### config.mk
export PLATFORM = sky130hd
export DESIGN_NAME = edo_page_sequencer
export DESIGN_NICKNAME = d
export VERILOG_FILES = /design/src/rtl/edo_seq_pkg.sv /design/src/rtl/edo_addr_mux.sv /design/src/rtl/edo_down_timer.sv /design/src/rtl/edo_row_window.sv /design/src/rtl/edo_page_sequencer.sv
export SDC_FILE = /design/constraint.sdc
export NUM_CORES = 1
export LEC_CHECK = 0
export BUFFER_PORTS_ARGS = -buffer_cell sky130_fd_sc_hd__buf_2
export CORE_ASPECT_RATIO = 0.6
export CORE_MARGIN = 2
export CORE_UTILIZATION = 30
export DETAILED_ROUTE_END_ITERATION = 10
export MAX_ROUTING_LAYER = met4
export PLACE_DENSITY = 0.6
export SYNTH_ARGS = -nofsm -noshare
export SYNTH_HDL_FRONTEND = slang
export SYNTH_SLANG_ARGS = --single-unit
### constraint.sdc
create_clock -name clk -period 1.8 [get_ports clk]
set_input_delay 0.18 -clock clk [delete_from_list [all_inputs] [get_ports clk]]
set_output_delay 0.18 -clock clk [all_outputs]
set_load 0.01 [all_outputs]
### src/rtl/edo_seq_pkg.sv
// Shared types and helpers for the EDO page-mode sequencer.
// Assumes timing values are given as non-negative integers in nanoseconds.
package edo_seq_pkg;

    typedef enum logic [2:0] {
        ST_IDLE,   // row closed, precharge complete
        ST_RCD,    // row strobe low, row address held
        ST_CSET,   // column address and write enable settling
        ST_CLOW,   // column strobe low
        ST_CHIGH,  // column strobe high, row still open
        ST_PRE     // row strobe high, precharge running
    } seq_state_t;

    // Nanoseconds to clock cycles, rounded up.
    function automatic int ns_to_cyc_up(input int ns, input int clk_ns);
        return (ns + clk_ns - 1) / clk_ns;
    endfunction

    function automatic int imax(input int a, input int b);
        return (a > b) ? a : b;
    endfunction

endpackage

### src/rtl/edo_addr_mux.sv
// Splits a word address into row and column fields and picks the one
// the address pins should carry. Assumes the row sits in the upper bits.
// The narrower field is zero-extended to the pin width.
module edo_addr_mux #(
    parameter int ADDR_W = 22,
    parameter int ROW_W  = 11,
    localparam int COL_W = ADDR_W - ROW_W,
    localparam int PIN_W = (ROW_W > COL_W) ? ROW_W : COL_W
) (
    input  logic [ADDR_W-1:0] addr,
    input  logic              sel_col,
    output logic [ROW_W-1:0]  row,
    output logic [PIN_W-1:0]  pin_addr
);
    logic [PIN_W-1:0] row_pin;
    logic [PIN_W-1:0] col_pin;

    assign row = addr[ADDR_W-1:COL_W];

    // Pad each field to the pin width when the two differ.
    generate
        if (ROW_W == PIN_W) begin : g_row_full
            assign row_pin = addr[ADDR_W-1:COL_W];
        end else begin : g_row_pad
            assign row_pin = {{(PIN_W-ROW_W){1'b0}}, addr[ADDR_W-1:COL_W]};
        end
        if (COL_W == PIN_W) begin : g_col_full
            assign col_pin = addr[COL_W-1:0];
        end else begin : g_col_pad
            assign col_pin = {{(PIN_W-COL_W){1'b0}}, addr[COL_W-1:0]};
        end
    endgenerate

    // Pick the phase of the multiplexed address.
    assign pin_addr = sel_col ? col_pin : row_pin;
endmodule

### src/rtl/edo_down_timer.sv
// Loadable down-counter for phase lengths. Holds at zero.
// Assumes load values fit in W bits.
module edo_down_timer #(
    parameter int W = 4
) (
    input  logic         clk,
    input  logic         rst_n,
    input  logic         load,
    input  logic [W-1:0] load_val,
    output logic         zero
);
    logic [W-1:0] cnt;

    // Count down toward zero, reload on request.
    always_ff @(posedge clk) begin
        if (!rst_n)         cnt <= '0;
        else if (load)      cnt <= load_val;
        else if (cnt != '0) cnt <= cnt - 1'b1;
    end

    assign zero = (cnt == '0);
endmodule

### src/rtl/edo_row_window.sv
// Tracks how long the row strobe has been low. Says whether another
// column cycle still fits under the maximum row-active time and whether
// the minimum row-low time has passed. Assumes open_pulse marks the
// clock edge where the row strobe falls.
module edo_row_window #(
    parameter int MIN_LOW    = 5,
    parameter int MAX_LOW    = 1000,
    parameter int OPEN_LIMIT = 994,
    localparam int AGE_W     = $clog2(MAX_LOW + 1)
) (
    input  logic clk,
    input  logic rst_n,
    input  logic open_pulse,
    input  logic row_active,
    output logic may_extend,
    output logic may_close
);
    localparam logic [AGE_W-1:0] AGE_TOP   = AGE_W'(MAX_LOW);
    localparam logic [AGE_W-1:0] EXT_LIM   = AGE_W'(OPEN_LIMIT);
    localparam logic [AGE_W-1:0] CLOSE_MIN = AGE_W'(MIN_LOW - 1);

    logic [AGE_W-1:0] age;

    // Age of the open row in cycles, restarted on each activation.
    always_ff @(posedge clk) begin
        if (!rst_n)                            age <= '0;
        else if (open_pulse)                   age <= '0;
        else if (row_active && age != AGE_TOP) age <= age + 1'b1;
    end

    assign may_extend = (age <= EXT_LIM);
    assign may_close  = (age >= CLOSE_MIN);

    AST_ROW_WINDOW: assert property (@(posedge clk) disable iff (!rst_n)
        row_active |-> (age < AGE_TOP));
endmodule

### src/rtl/edo_page_sequencer.sv
// Sequencer for an asynchronous EDO DRAM: single reads and early writes
// from a valid/ready host, with the row left open for page-mode hits.
// Assumes the DRAM has been initialised and refreshed elsewhere, and that
// the row and column fields share one set of address pins.
module edo_page_sequencer #(
    parameter int ADDR_W        = 22,
    parameter int ROW_W         = 11,
    parameter int DQ_W          = 4,
    parameter int CLK_NS        = 10,
    parameter int T_RP_NS       = 30,
    parameter int T_RAS_MIN_NS  = 50,
    parameter int T_RAS_MAX_NS  = 10000,
    parameter int T_RCD_NS      = 14,
    parameter int T_CAS_NS      = 8,
    parameter int T_CP_NS       = 10,
    parameter int T_PC_NS       = 20,
    parameter int T_CAC_NS      = 14,
    parameter int T_AA_NS       = 25,
    parameter int T_RAC_NS      = 50,
    localparam int COL_W        = ADDR_W - ROW_W,
    localparam int PIN_W        = (ROW_W > COL_W) ? ROW_W : COL_W
) (
    input  logic              clk,
    input  logic              rst_n,
    input  logic              req_valid,
    output logic              req_ready,
    input  logic              req_write,
    input  logic [ADDR_W-1:0] req_addr,
    input  logic [DQ_W-1:0]   req_wdata,
    output logic              rd_valid,
    output logic [DQ_W-1:0]   rd_data,
    output logic              dram_ras_n,
    output logic              dram_cas_n,
    output logic              dram_we_n,
    output logic              dram_oe_n,
    output logic [PIN_W-1:0]  dram_addr,
    output logic [DQ_W-1:0]   dram_dq_out,
    output logic              dram_dq_oe,
    input  logic [DQ_W-1:0]   dram_dq_in
);
    import edo_seq_pkg::*;

    localparam int C_RP       = imax(1, ns_to_cyc_up(T_RP_NS, CLK_NS));
    localparam int C_RAS_MIN  = imax(1, ns_to_cyc_up(T_RAS_MIN_NS, CLK_NS));
    localparam int C_RAS_MAX  = T_RAS_MAX_NS / CLK_NS;
    localparam int C_RCD      = imax(1, ns_to_cyc_up(T_RCD_NS, CLK_NS));
    localparam int C_CAS      = imax(1, ns_to_cyc_up(T_CAS_NS, CLK_NS));
    localparam int C_CP       = imax(1, ns_to_cyc_up(T_CP_NS, CLK_NS));
    localparam int C_PC       = ns_to_cyc_up(T_PC_NS, CLK_NS);
    localparam int C_RAC      = ns_to_cyc_up(T_RAC_NS, CLK_NS);
    localparam int C_ACC      = imax(C_CAS, imax(ns_to_cyc_up(T_CAC_NS, CLK_NS),
                                                 ns_to_cyc_up(T_AA_NS, CLK_NS)));
    localparam int C_RD_FIRST = imax(C_ACC, C_RAC - C_RCD - 1);
    localparam int C_WLOW     = imax(C_CAS, C_PC - C_CP);
    localparam int C_LOW_MAX  = imax(C_RD_FIRST, C_WLOW);
    localparam int C_OPEN_LIM = C_RAS_MAX - C_LOW_MAX - C_CP - 2;
    localparam int TW         = $clog2(imax(imax(C_RP, C_RCD), imax(C_LOW_MAX, C_CP)) + 1);

    seq_state_t          state;
    logic [ROW_W-1:0]    open_row;
    logic [ADDR_W-1:0]   cur_addr;
    logic                cur_wr;
    logic                cur_first;
    logic [DQ_W-1:0]     cur_wdata;
    logic [ROW_W-1:0]    req_row;
    logic [PIN_W-1:0]    req_row_pin;
    logic [ROW_W-1:0]    cur_row_unused;
    logic [PIN_W-1:0]    cur_col_pin;
    logic [PIN_W-1:0]    req_col_pin;
    logic [ROW_W-1:0]    req_row_dup;
    logic                tmr_load;
    logic [TW-1:0]       tmr_val;
    logic                tmr_zero;
    logic                win_extend;
    logic                win_close;
    logic                pre_done;
    logic                accept_new;
    logic                page_go;
    logic                close_now;
    logic                row_hit;
    int                  low_len;

    // Row phase and column phase of the incoming request.
    edo_addr_mux #(.ADDR_W(ADDR_W), .ROW_W(ROW_W)) u_req_row (
        .addr(req_addr), .sel_col(1'b0), .row(req_row), .pin_addr(req_row_pin));
    edo_addr_mux #(.ADDR_W(ADDR_W), .ROW_W(ROW_W)) u_req_col (
        .addr(req_addr), .sel_col(1'b1), .row(req_row_dup), .pin_addr(req_col_pin));
    // Column phase of the request held in flight.
    edo_addr_mux #(.ADDR_W(ADDR_W), .ROW_W(ROW_W)) u_cur_col (
        .addr(cur_addr), .sel_col(1'b1), .row(cur_row_unused), .pin_addr(cur_col_pin));

    edo_down_timer #(.W(TW)) u_timer (
        .clk(clk), .rst_n(rst_n), .load(tmr_load), .load_val(tmr_val), .zero(tmr_zero));

    edo_row_window #(.MIN_LOW(C_RAS_MIN), .MAX_LOW(C_RAS_MAX), .OPEN_LIMIT(C_OPEN_LIM)) u_window (
        .clk(clk), .rst_n(rst_n), .open_pulse(accept_new), .row_active(!dram_ras_n),
        .may_extend(win_extend), .may_close(win_close));

    // Handshake and row-hit decisions.
    always_comb begin
        row_hit    = (req_row == open_row);
        pre_done   = (state == ST_IDLE) || (state == ST_PRE && tmr_zero);
        page_go    = (state == ST_CHIGH) && tmr_zero && win_extend && req_valid && row_hit;
        close_now  = (state == ST_CHIGH) && tmr_zero && win_close &&
                     (!win_extend || (req_valid && !row_hit));
        req_ready  = pre_done || page_go;
        accept_new = pre_done && req_valid;
        low_len    = cur_wr ? C_WLOW : (cur_first ? C_RD_FIRST : C_ACC);
    end

    // Phase timer reloads at each state change that starts a timed phase.
    always_comb begin
        tmr_load = 1'b0;
        tmr_val  = '0;
        if (accept_new) begin
            tmr_load = 1'b1;
            tmr_val  = TW'(C_RCD - 1);
        end else if (state == ST_CSET) begin
            tmr_load = 1'b1;
            tmr_val  = TW'(low_len - 1);
        end else if (state == ST_CLOW && tmr_zero) begin
            tmr_load = 1'b1;
            tmr_val  = TW'(C_CP - 1);
        end else if (close_now) begin
            tmr_load = 1'b1;
            tmr_val  = TW'(C_RP - 1);
        end
    end

    // Main sequencer: state and registered DRAM pins.
    always_ff @(posedge clk) begin
        if (!rst_n) begin
            state       <= ST_IDLE;
            dram_ras_n  <= 1'b1;
            dram_cas_n  <= 1'b1;
            dram_we_n   <= 1'b1;
            dram_oe_n   <= 1'b1;
            dram_dq_oe  <= 1'b0;
            dram_dq_out <= '0;
            dram_addr   <= '0;
            rd_valid    <= 1'b0;
            rd_data     <= '0;
            open_row    <= '0;
            cur_addr    <= '0;
            cur_wr      <= 1'b0;
            cur_first   <= 1'b0;
            cur_wdata   <= '0;
        end else begin
            rd_valid <= 1'b0;
            unique case (state)
                ST_IDLE, ST_PRE: begin
                    if (accept_new) begin
                        dram_ras_n <= 1'b0;
                        dram_addr  <= req_row_pin;
                        open_row   <= req_row;
                        cur_addr   <= req_addr;
                        cur_wr     <= req_write;
                        cur_wdata  <= req_wdata;
                        cur_first  <= 1'b1;
                        state      <= ST_RCD;
                    end else if (pre_done) begin
                        state <= ST_IDLE;
                    end
                end
                ST_RCD: begin
                    if (tmr_zero) begin
                        dram_addr   <= cur_col_pin;
                        dram_we_n   <= !cur_wr;
                        dram_oe_n   <= cur_wr;
                        dram_dq_oe  <= cur_wr;
                        dram_dq_out <= cur_wdata;
                        state       <= ST_CSET;
                    end
                end
                ST_CSET: begin
                    dram_cas_n <= 1'b0;
                    state      <= ST_CLOW;
                end
                ST_CLOW: begin
                    if (tmr_zero) begin
                        dram_cas_n <= 1'b1;
                        dram_we_n  <= 1'b1;
                        dram_oe_n  <= 1'b1;
                        dram_dq_oe <= 1'b0;
                        cur_first  <= 1'b0;
                        if (!cur_wr) begin
                            rd_valid <= 1'b1;
                            rd_data  <= dram_dq_in;
                        end
                        state <= ST_CHIGH;
                    end
                end
                ST_CHIGH: begin
                    if (page_go) begin
                        cur_addr    <= req_addr;
                        cur_wr      <= req_write;
                        cur_wdata   <= req_wdata;
                        dram_addr   <= req_col_pin;
                        dram_we_n   <= !req_write;
                        dram_oe_n   <= req_write;
                        dram_dq_oe  <= req_write;
                        dram_dq_out <= req_wdata;
                        state       <= ST_CSET;
                    end else if (close_now) begin
                        dram_ras_n <= 1'b1;
                        state      <= ST_PRE;
                    end
                end
                default: state <= ST_IDLE;
            endcase
        end
    end

    AST_CAS_INSIDE_RAS: assert property (@(posedge clk) disable iff (!rst_n)
        !dram_cas_n |-> !dram_ras_n);
    AST_WE_SETUP: assert property (@(posedge clk) disable iff (!rst_n)
        $fell(dram_cas_n) |-> $stable(dram_we_n));
    AST_WE_HIGH_READ: assert property (@(posedge clk) disable iff (!rst_n)
        (!dram_cas_n && !dram_oe_n) |-> dram_we_n);
    AST_DRIVE_ONLY_WRITE: assert property (@(posedge clk) disable iff (!rst_n)
        dram_dq_oe |-> (dram_oe_n && !dram_we_n));
    AST_COL_ADDR_HOLD: assert property (@(posedge clk) disable iff (!rst_n)
        (!dram_cas_n && $past(!dram_cas_n)) |-> $stable(dram_addr));
    AST_RD_PULSE: assert property (@(posedge clk) disable iff (!rst_n)
        rd_valid |=> !rd_valid);
    AST_RAS_MIN_LOW: assert property (@(posedge clk) disable iff (!rst_n)
        $rose(dram_ras_n) |-> $past(win_close));
    AST_NO_READY_CAS_LOW: assert property (@(posedge clk) disable iff (!rst_n)
        !dram_cas_n |-> !req_ready);
endmodule

### Word level (Yosys, flattened, before mapping)

Cells that the tools add are included.

* flip-flop bits (word level): 67
* output and inout bits: 26

* $add $sub $neg: 3
* order comparisons: 2
* equality and inequality tests: 15
* muxes and demuxes: 47
* bitwise logic cells: 2
* reduce and logical (&&, ||, !) cells: 40

Operators with widths (number)
* two-way mux 11 bit: 5
* case mux 11 bit (3 select lines): 1
* case mux 11 bit (2 select lines): 1
* two-way mux 3 bit: 6
* case mux 4 bit (2 select lines): 2
* AND reduction 4 bit: 4
* two-way mux 1 bit: 15
* case mux 3 bit (5 select lines): 1
* two-way mux 2 bit: 7
* two-way mux 4 bit: 3
* != test 2 bit, second input constant: 6
* AND reduction 3 bit: 4
* equality test 11 bit: 1
* logical AND 1 bit: 11
* adder 10 x 1 -> 10 bit, second input constant: 1
* greater-or-equal comparator 10 x 3 -> 1 bit, second input constant: 1
* less-or-equal comparator 10 bit, second input constant: 1
* != test 10 bit, second input constant: 1
* nonzero test 2 bit: 5
* case mux 1 bit (3 select lines): 3
* equality test 3 x 2 -> 1 bit, second input constant: 2
* equality test 3 bit, second input constant: 2
* != test 3 bit, second input constant: 2
* case mux 1 bit (2 select lines): 3
* 10 further kinds: 21

### Logic depth before layout (Yosys ltp)

Gate-level depths: netlist of run 1.

* depth after elaboration: 10
* gate-level depth with buffers: 9
* depth with buffers taken out: 7

### Modules after synthesis

A second synthesis of run 1 with hierarchy kept.

* cells, all modules: 564
* area total of the unflattened synthesis: 4875.9 sq um

Modules (own cells, without submodules)
* edo_page_sequencer: times used 1, cells an instance 407, area each 3353.2 sq um
* edo_addr_mux: times used 3, cells an instance 23, area each 255.2 sq um
* edo_row_window: times used 1, cells an instance 75, area each 633.1 sq um
* edo_down_timer: times used 1, cells an instance 13, area each 123.9 sq um

### Worst setup path before layout of run 1

No wires, ideal clock.

* kind: reg2reg
* start: reg u_window.age[1]
* end: reg dram_dq_oe
* arrival: 1.764 ns
* setup slack: -0.087 ns
* stages on the path, launching flop included: 7
* cell sequence: dfxtp_1 > a2111oi_4 > nor3b_2 > nor4_4 > buf_6 > a21oi_2 > mux2_1

* cells in the longest elaborated chain, start to end: 6

RTL lines
* start: declaration: line edo_row_window.sv:22 `logic [AGE_W-1:0] age;`
* start signal: assignment: line edo_row_window.sv:28 `else if (row_active && age != AGE_TOP) age <= age + 1'b1;`
* less-or-equal comparator 10 bit: line edo_row_window.sv:31 `assign may_extend = (age <= EXT_LIM);`
* logical AND 1 bit (3 in a row): line edo_page_sequencer.sv:103 `page_go = (state == ST_CHIGH) && tmr_zero && win_extend && req_valid && row_hit;`
* != test 2 bit (no source line)
* AND reduction 4 bit (no source line)
* end signal: assignment: line edo_page_sequencer.sv:170 `dram_dq_oe <= cur_wr;`
* end signal: assignment: line edo_page_sequencer.sv:201 `dram_dq_oe <= req_write;`
* end: declaration: line edo_page_sequencer.sv:38 `output logic dram_dq_oe,`

Every way passes these cells.
A chain may end at the register's enable or synchronous reset.

### Worst setup path after layout of run 1

* start: reg open_row[7]
* end: out req_ready

* cells in the longest elaborated chain, start to end: 3

RTL lines
* start: declaration: line edo_page_sequencer.sv:60 `logic [ROW_W-1:0] open_row;`
* start signal: assignment: line edo_page_sequencer.sv:155 `open_row <= req_row;`
* equality test 11 bit: line edo_page_sequencer.sv:101 `row_hit = (req_row == open_row);`
* logical AND 1 bit: line edo_page_sequencer.sv:103
* logical OR 1 bit: line edo_page_sequencer.sv:106 `req_ready = pre_done || page_go;`
* end: declaration: line edo_page_sequencer.sv:26 `output logic req_ready,`

Every way passes these cells.

==> results of run 1 <==
==> flip-flops by register name, indices dropped and copies added (netlist names), 2 cells and up <==
register,flops
cur_addr,11
cur_wdata,4
dram_addr,11
dram_dq_out,4
open_row,11
rd_data,4
state,3
u_timer.cnt,2
u_window.age,10
==> Yosys cell counts, types with 3 or more instances <==
library cell and n:
o21ai_1 3, clkbuf_1 22, nor3_1 3, inv_1 9
o221ai_1 12, nand2_1 73, xor2_1 6, xnor2_1 14
buf_2 5, nor2_1 46, mux2i_1 48, o21ai_0 19
or3_1 5, o22ai_1 12, nand4_1 5, dfxtp_1 67
ha_1 3, a21oi_1 11
==> cell usage in the layout, fill, tap and decap left out, types with 2 or more instances in the layout <==
cell       Yosys  layout
nand2_1       73      70
dfxtp_1       67      60
buf_2          5      59
mux2i_1       48      48
buf_4          1      47
nor2_1        46      46
o21ai_0       19      18
o22ai_1       12      12
o221ai_1      12      12
xnor2_1       14      11
a21oi_1       11      11
clkbuf_16      0      10
inv_1          9       9
dfxtp_2        0       7
xor2_1         6       6
nand4_1        5       5
or3_1          5       5
xnor2_2        0       3
nand2_2        0       3
nor3_1         3       3
bufinv_16      0       3
nand3_1        2       2
o21ai_1        3       2
o21ai_2        0       2
a21oi_2        2       2
and3_1         2       2
nor4_1         2       2
or4_1          2       2
o211a_1        2       2
a221oi_2       2       2
ha_1           3       2
clkbuf_8       0       2
buf_12         0       2
==> final timing paths <==
| kind | end | slack, ns | depth (start not counted) |
|---|---|---|---|
| worst min register to register | dram_dq_out[1]$_SDFFE_PN0P_ | 0.46 | 2 |
| worst max register to register | u_timer.cnt[0]$_SDFFE_PN0P_ | -0.13 | 7 |
| worst max-delay path | req_ready | -0.18 | 7 |
| worst min-delay path | rd_data[3]$_SDFFE_PN0P_ | 0.08 | 3 |
==> cell type report <==
cell class,count,area [µm²]
Clock buffer,11,253
Clock inverter,5,108
Fill cell,1107,6600
Inverter,9,33.8
Multi-Input combinational cell,303,2040
Sequential cell,67,1350
Tap cell,160,200
Timing Repair Buffer,109,713
==> tightest hold or removal path: stages <==
cell     delay (ns)
buf_2          0.07
mux2i_1        0.06
nor2_1         0.07
==> timing repair <==
action	4_1_cts	5_1_grt
pin swaps	10	6
setup buffers	2	0
gates resized for setup	9	11
setup endpoints to repair	3	65
==> kinds of logic (layout without fill, tap and decap cells) <==
logic type,count (synthesis),after routing,share of synthesized area (%)
flops,67,67,38.5
mux,49,49,14.1
compound gates,75,75,15.7
xor+xnor,20,20,5.03
buf+inv,39,134,4.70
simple gates,156,156,21.0
fa+ha+maj,3,3,1.08
==> power by group <==
| group | internal, mW | leakage, nW | switching [mW] |
|---|---|---|---|
| clock network | 1.44 | 0.176 | 0.686 |
| registers | 1.80 | 0.550 | 0.200 |
| logic | 1.12 | 1.32 | 1.31 |
==> routing by layer <==
layer  routed length (µm)  track usage [%]  up-vias
li1                     -                -     1625
met3                  564             4.12       10
met5                    0                -        -
met2                 4050             23.5      107
met1                 4970             22.6     1577
met4                  112             4.68        0
==> results.toml, run 1 <==
[sta]
setup_violations = 39
rsz0062_at_grt = "true"
report.final.slew_viol_count = 0
final.setup.tns_ns = -1.54
hold_viol_final = 0
layout_min_cycle_time_ns = 1.98
worst_slack_ns = -0.175
fin_skew_ns = 0.00777
fmax_ghz = 0.506
worstMarginPinSlew_ns = 0.344
hold_ws_ns = 0.0773
slew_headroom_pct = 76.5
min_period_over_period_pct = 110

[min_path]
hp-class = "input port to register"
hp-start = "dram_dq_in[3]"

[worst_setup_path]
cp.arrival_ns = 1.80
crit_path_end_kind = "output port"
cp_cell_sequence = "xnor2_2, nand4_1, nor4_4, clkbuf_16, nand2_2, o21ai_2, buf_2"
startpoint_type = "register"
cpMaxStageDelayCell = "nor4_4"
critical_path.top_delay_family = "simple AND/OR/NAND/NOR gates"
path_buf_inv = 2
required_ns = 1.62
cpPeakStageDelay_ns = 0.38
crit_type = "register to output port"
crit-reg2reg-launch = "u_window.age[8]$_SDFFE_PP0P_"
path_max_fanout = 2
worstSetupStartpoint = "open_row[7]$_SDFFE_PN0P_"

[route]
dr.pass1.iters = 5
vias = 3319
drt_first_iter_violations = 232
antenna_left = 0
drcViolationCount = 0
vias_per_cell = 5.00
post_drt_wl_per_cell_um = 14.6
drt-total-wl_mm = 9.69

[global_route]
grt_max_degree = 35
grt_pass1_wl_mm = 15.4
grt.total_usage_pct = 16.3
grt_pass1_vias = 3103
grt-ovfl-total = 0
antenna_found_initial = 0

[logic_synthesis]
ys.warnings.count = 0
yosys-top-cells-area = "dfxtp_1 38%, mux2i_1 14%, nand2_1 7.9%"
syn_area_um2 = 3490
synth_seq_cells = 67
ys_types = 56
synth_top_area_share_pct = 38.5
synth_cells = 409
synthArstFlopShare_pct = 0
synth_top_area_cell = "dfxtp_1"
synth_edf_count = 0
syn-num-nets = 446
synth_ff_type = "dfxtp_1"
syn_avg_cell_area_um2 = 8.52
ys_seq_area_share_pct = 38.5

[die]
rows = 30
dieHeight_um = 87.5
initial_core_util_pct = 30.9
dieArea_um2 = 12500
io_pins = 60
die_width_um = 143
core_um2 = 11300

[run]
max-cap-violations = 0

[layout]
syn2layout_area_growth_pct = 34.7
final_core_util_pct = 41.6
drive_gt1_share_pct = 31.3
n_antenna_cell = 0
finalInstanceArea_um2 = 4700
nets = 536
final_cells = 664

[clocking]
insertion_delay_ns = 0.34
clk_pin_slew_ns = 0.05
htreeDepth = 3
cts_buffer_depth = 2
tritoncts = "done"
cts.sinks = 67
cts_root_buf = "clkbuf_16"
cts_hold_buffers = 0
cts_buffers = 9

[placement]
gp_congestion = 0.882
dpl.cell_count = 646
portBuffers = 59
dpl_cell_area_um2 = 4250
post-place-ws_ns = -0.0682
hpwl_mm = 7.12

[run_status]
violations = "negative setup slack"
outcome = "finished, violations left"

[power_and_ir_drop]
powerDensity_nw_per_um2 = 1390
power.leakage_nw = 2.05
ir_worst_vdd_v = 0.000525
power_mw = 6.55
(Power assumes the default switching activity.)
==> inputs of run 2 (changes only) <==
--- a/config.mk
+++ b/config.mk
@@ -6,12 +6,12 @@
 export NUM_CORES = 1
 export LEC_CHECK = 0
 export BUFFER_PORTS_ARGS = -buffer_cell sky130_fd_sc_hd__buf_2
-export CORE_ASPECT_RATIO = 0.6
+export CAP_MARGIN = 25
 export CORE_MARGIN = 2
 export CORE_UTILIZATION = 30
 export DETAILED_ROUTE_END_ITERATION = 10
 export MAX_ROUTING_LAYER = met4
-export PLACE_DENSITY = 0.6
+export PLACE_DENSITY = 0.58
 export SYNTH_ARGS = -nofsm -noshare
 export SYNTH_HDL_FRONTEND = slang
 export SYNTH_SLANG_ARGS = --single-unit
==> constraint.sdc (replaced) <==
create_clock -name clk -period 2.1 [get_ports clk]
set_input_delay 0.21 -clock clk [delete_from_list [all_inputs] [get_ports clk]]
set_output_delay 0.21 -clock clk [all_outputs]
set_load 0.01 [all_outputs]
==> run 2 against run 1 <==
Compared with the run above: the run now ends clean; routed wire length down 6.9%; worst hold slack better by 0.040 ns; sequential power down 14%; clock power down 33%; worst setup slack better by 0.25 ns; sequential share of layout area up 2.1 points; sequential cell count unchanged; cell area down 7.1%; die area down 0.22%; power down 23%; utilization down 3.2 points; non-clock buffer count down 23; highest routed layer unchanged.
==> results.toml, run 2 (same netlist as run 1, synthesis figures left out) <==
[route]
post_drt_wl_per_cell_um = 14.4
drt-met1-wl_mm = 4.33
drt_first_iter_violations = 130
antenna_left = 0
vias_per_cell = 5.00
met2_wirelength_mm = 4.11
vias = 3117
met3_length_um = 433
drcViolationCount = 0
drt-total-wl_mm = 9.02
dr.pass1.iters = 4
routed.top_layer = "met4"

[sta]
min_period_over_period_pct = 96.6
hold_ws_ns = 0.117
setup_violations = 0
fin_skew_ns = 0.00471
rsz0062_at_grt = "true"
layout_min_cycle_time_ns = 2.03
hold_viol_final = 0
worst_slack_ns = 0.0718
report.final.slew_viol_count = 0
slew_headroom_pct = 63.1
worstMarginPinSlew_ns = 0.553
fmax_ghz = 0.493

[global_route]
grt-ovfl-total = 0
grt_pass1_vias = 3043
antenna_found_initial = 1
grt_pass1_wl_mm = 14.9
grt.total_usage_pct = 15.3
grt_max_degree = 58

[clocking]
cts_hold_buffers = 0
tritoncts = "done"
cts.sinks = 67
insertion_delay_ns = 0.33
clk_pin_slew_ns = 0.05
htreeDepth = 3
cts_root_buf = "clkbuf_16"
cts_buffer_depth = 2
cts_buffers = 9

[worst_setup_path]
r2r_cells = 7
critPathCapture = "req_ready"
crit_type = "register to output port"
crit-reg2reg-launch = "u_window.age[7]$_SDFFE_PP0P_"
worst_r2r_endpoint = "dram_dq_oe$_SDFFE_PN0P_"
path_max_fanout = 6
startpoint_type = "register"
rrSetupSlack_ns = 0.13
worstSetupStartpoint = "u_window.age[1]$_SDFFE_PP0P_"
crit_path_end_kind = "output port"
required_ns = 1.89
cp.arrival_ns = 1.82

[power_and_ir_drop]
power.leakage_nw = 1.90
powerDensity_nw_per_um2 = 1150
ir_worst_vdd_v = 0.000472

[placement]
gp_congestion = 0.860
hpwl_mm = 6.49
post-place-ws_ns = 0.0894
portBuffers = 59

[die]
rows = 39
io_pins = 60
core_um2 = 11400
dieHeight_um = 112
initial_core_util_pct = 30.7
die_width_um = 112
dieArea_um2 = 12500

[run]
max-cap-violations = 0

[layout]
largest_registers = "cur_addr: 11 flops, dram_addr: 11 flops, open_row: 11 flops"
nets = 513
final_common_cell = "nand2_1"
drive_gt1_share_pct = 25.8
syn2layout_area_growth_pct = 25.2
final_cell_mix = "72 x nand2_1, 62 x dfxtp_1, 59 x buf_2"

[min_path]
hp-class = "input port to register"

[run_status]
outcome = "finished clean"
-- run 2: per-stage QoR --
stage	power (mW)	TNS, ns	instance area [µm²]	utilization, %	std cells
after floorplan	3.05	0	3490	-	409
after global placement	3.56	0	4010	35.3	605
after detailed placement	3.59	0	4010	35.3	605
after CTS	5.03	0	4300	37.9	621
after global routing	5.36	-0.0383	4370	38.4	624
final	5.03	0	4370	38.4	624
-- run 2: routing by layer --
metal / GRT usage (%) / up-vias
li1: - / 1571
met1: 19.2 / 1470
met2: 23.4 / 65
met3: 4.25 / 11
met4: 6.09 / 0
met5: - / -
-- run 2: worst min-delay path by stage --
| stage | cells after the start | startpoint | slack (ns) | end |
|---|---|---|---|---|
| after floorplan | 2 | req_addr[0] | 0.35 | cur_addr[0]$_SDFFE_PN0P_ |
| after global placement | 2 | dram_dq_out[0]$_SDFFE_PN0P_ | 0.44 | dram_dq_out[0]$_SDFFE_PN0P_ |
| after detailed placement | 2 | dram_addr[8]$_SDFFE_PN0P_ | 0.45 | dram_addr[8]$_SDFFE_PN0P_ |
| after CTS | 3 | dram_dq_in[3] | 0.11 | rd_data[3]$_SDFFE_PN0P_ |
| after global routing | 3 | dram_dq_in[1] | 0.13 | rd_data[1]$_SDFFE_PN0P_ |
| final | 3 | dram_dq_in[1] | 0.12 | rd_data[1]$_SDFFE_PN0P_ |
-- run 2: layout make-up --
type	instances	area, µm²
Timing Repair Buffer	86	510
Antenna cell	1	2.50
Clock inverter	4	26.3
Inverter	9	33.8
Sequential cell	67	1350
Clock buffer	11	253
Tap cell	143	179
Fill cell	1153	7000
Multi-Input combinational cell	303	2010
-- run 2: repair_timing --
action | in CTS | in global routing
pin swaps | 2 | 6
buffers inserted | 1 | 2
gates cloned | 0 | 0
resized for setup | 2 | 11
setup endpoints to repair | 1 | 19
-- run 2: critical path: stages (launching register included) --
cell       delay (ns)
dfxtp_2          0.33
a2111oi_4        0.40
nor3b_4          0.11
nor4_4           0.17
buf_4            0.19
nand2_1          0.05
o21ai_1          0.08
buf_2            0.15
-- run 2: power breakdown --
group          internal, mW  leakage [nW]  switching, mW
registers              1.54         0.550          0.186
clock network         0.854         0.137          0.562
logic                 0.845          1.21           1.04
total                  3.24          1.90           1.79
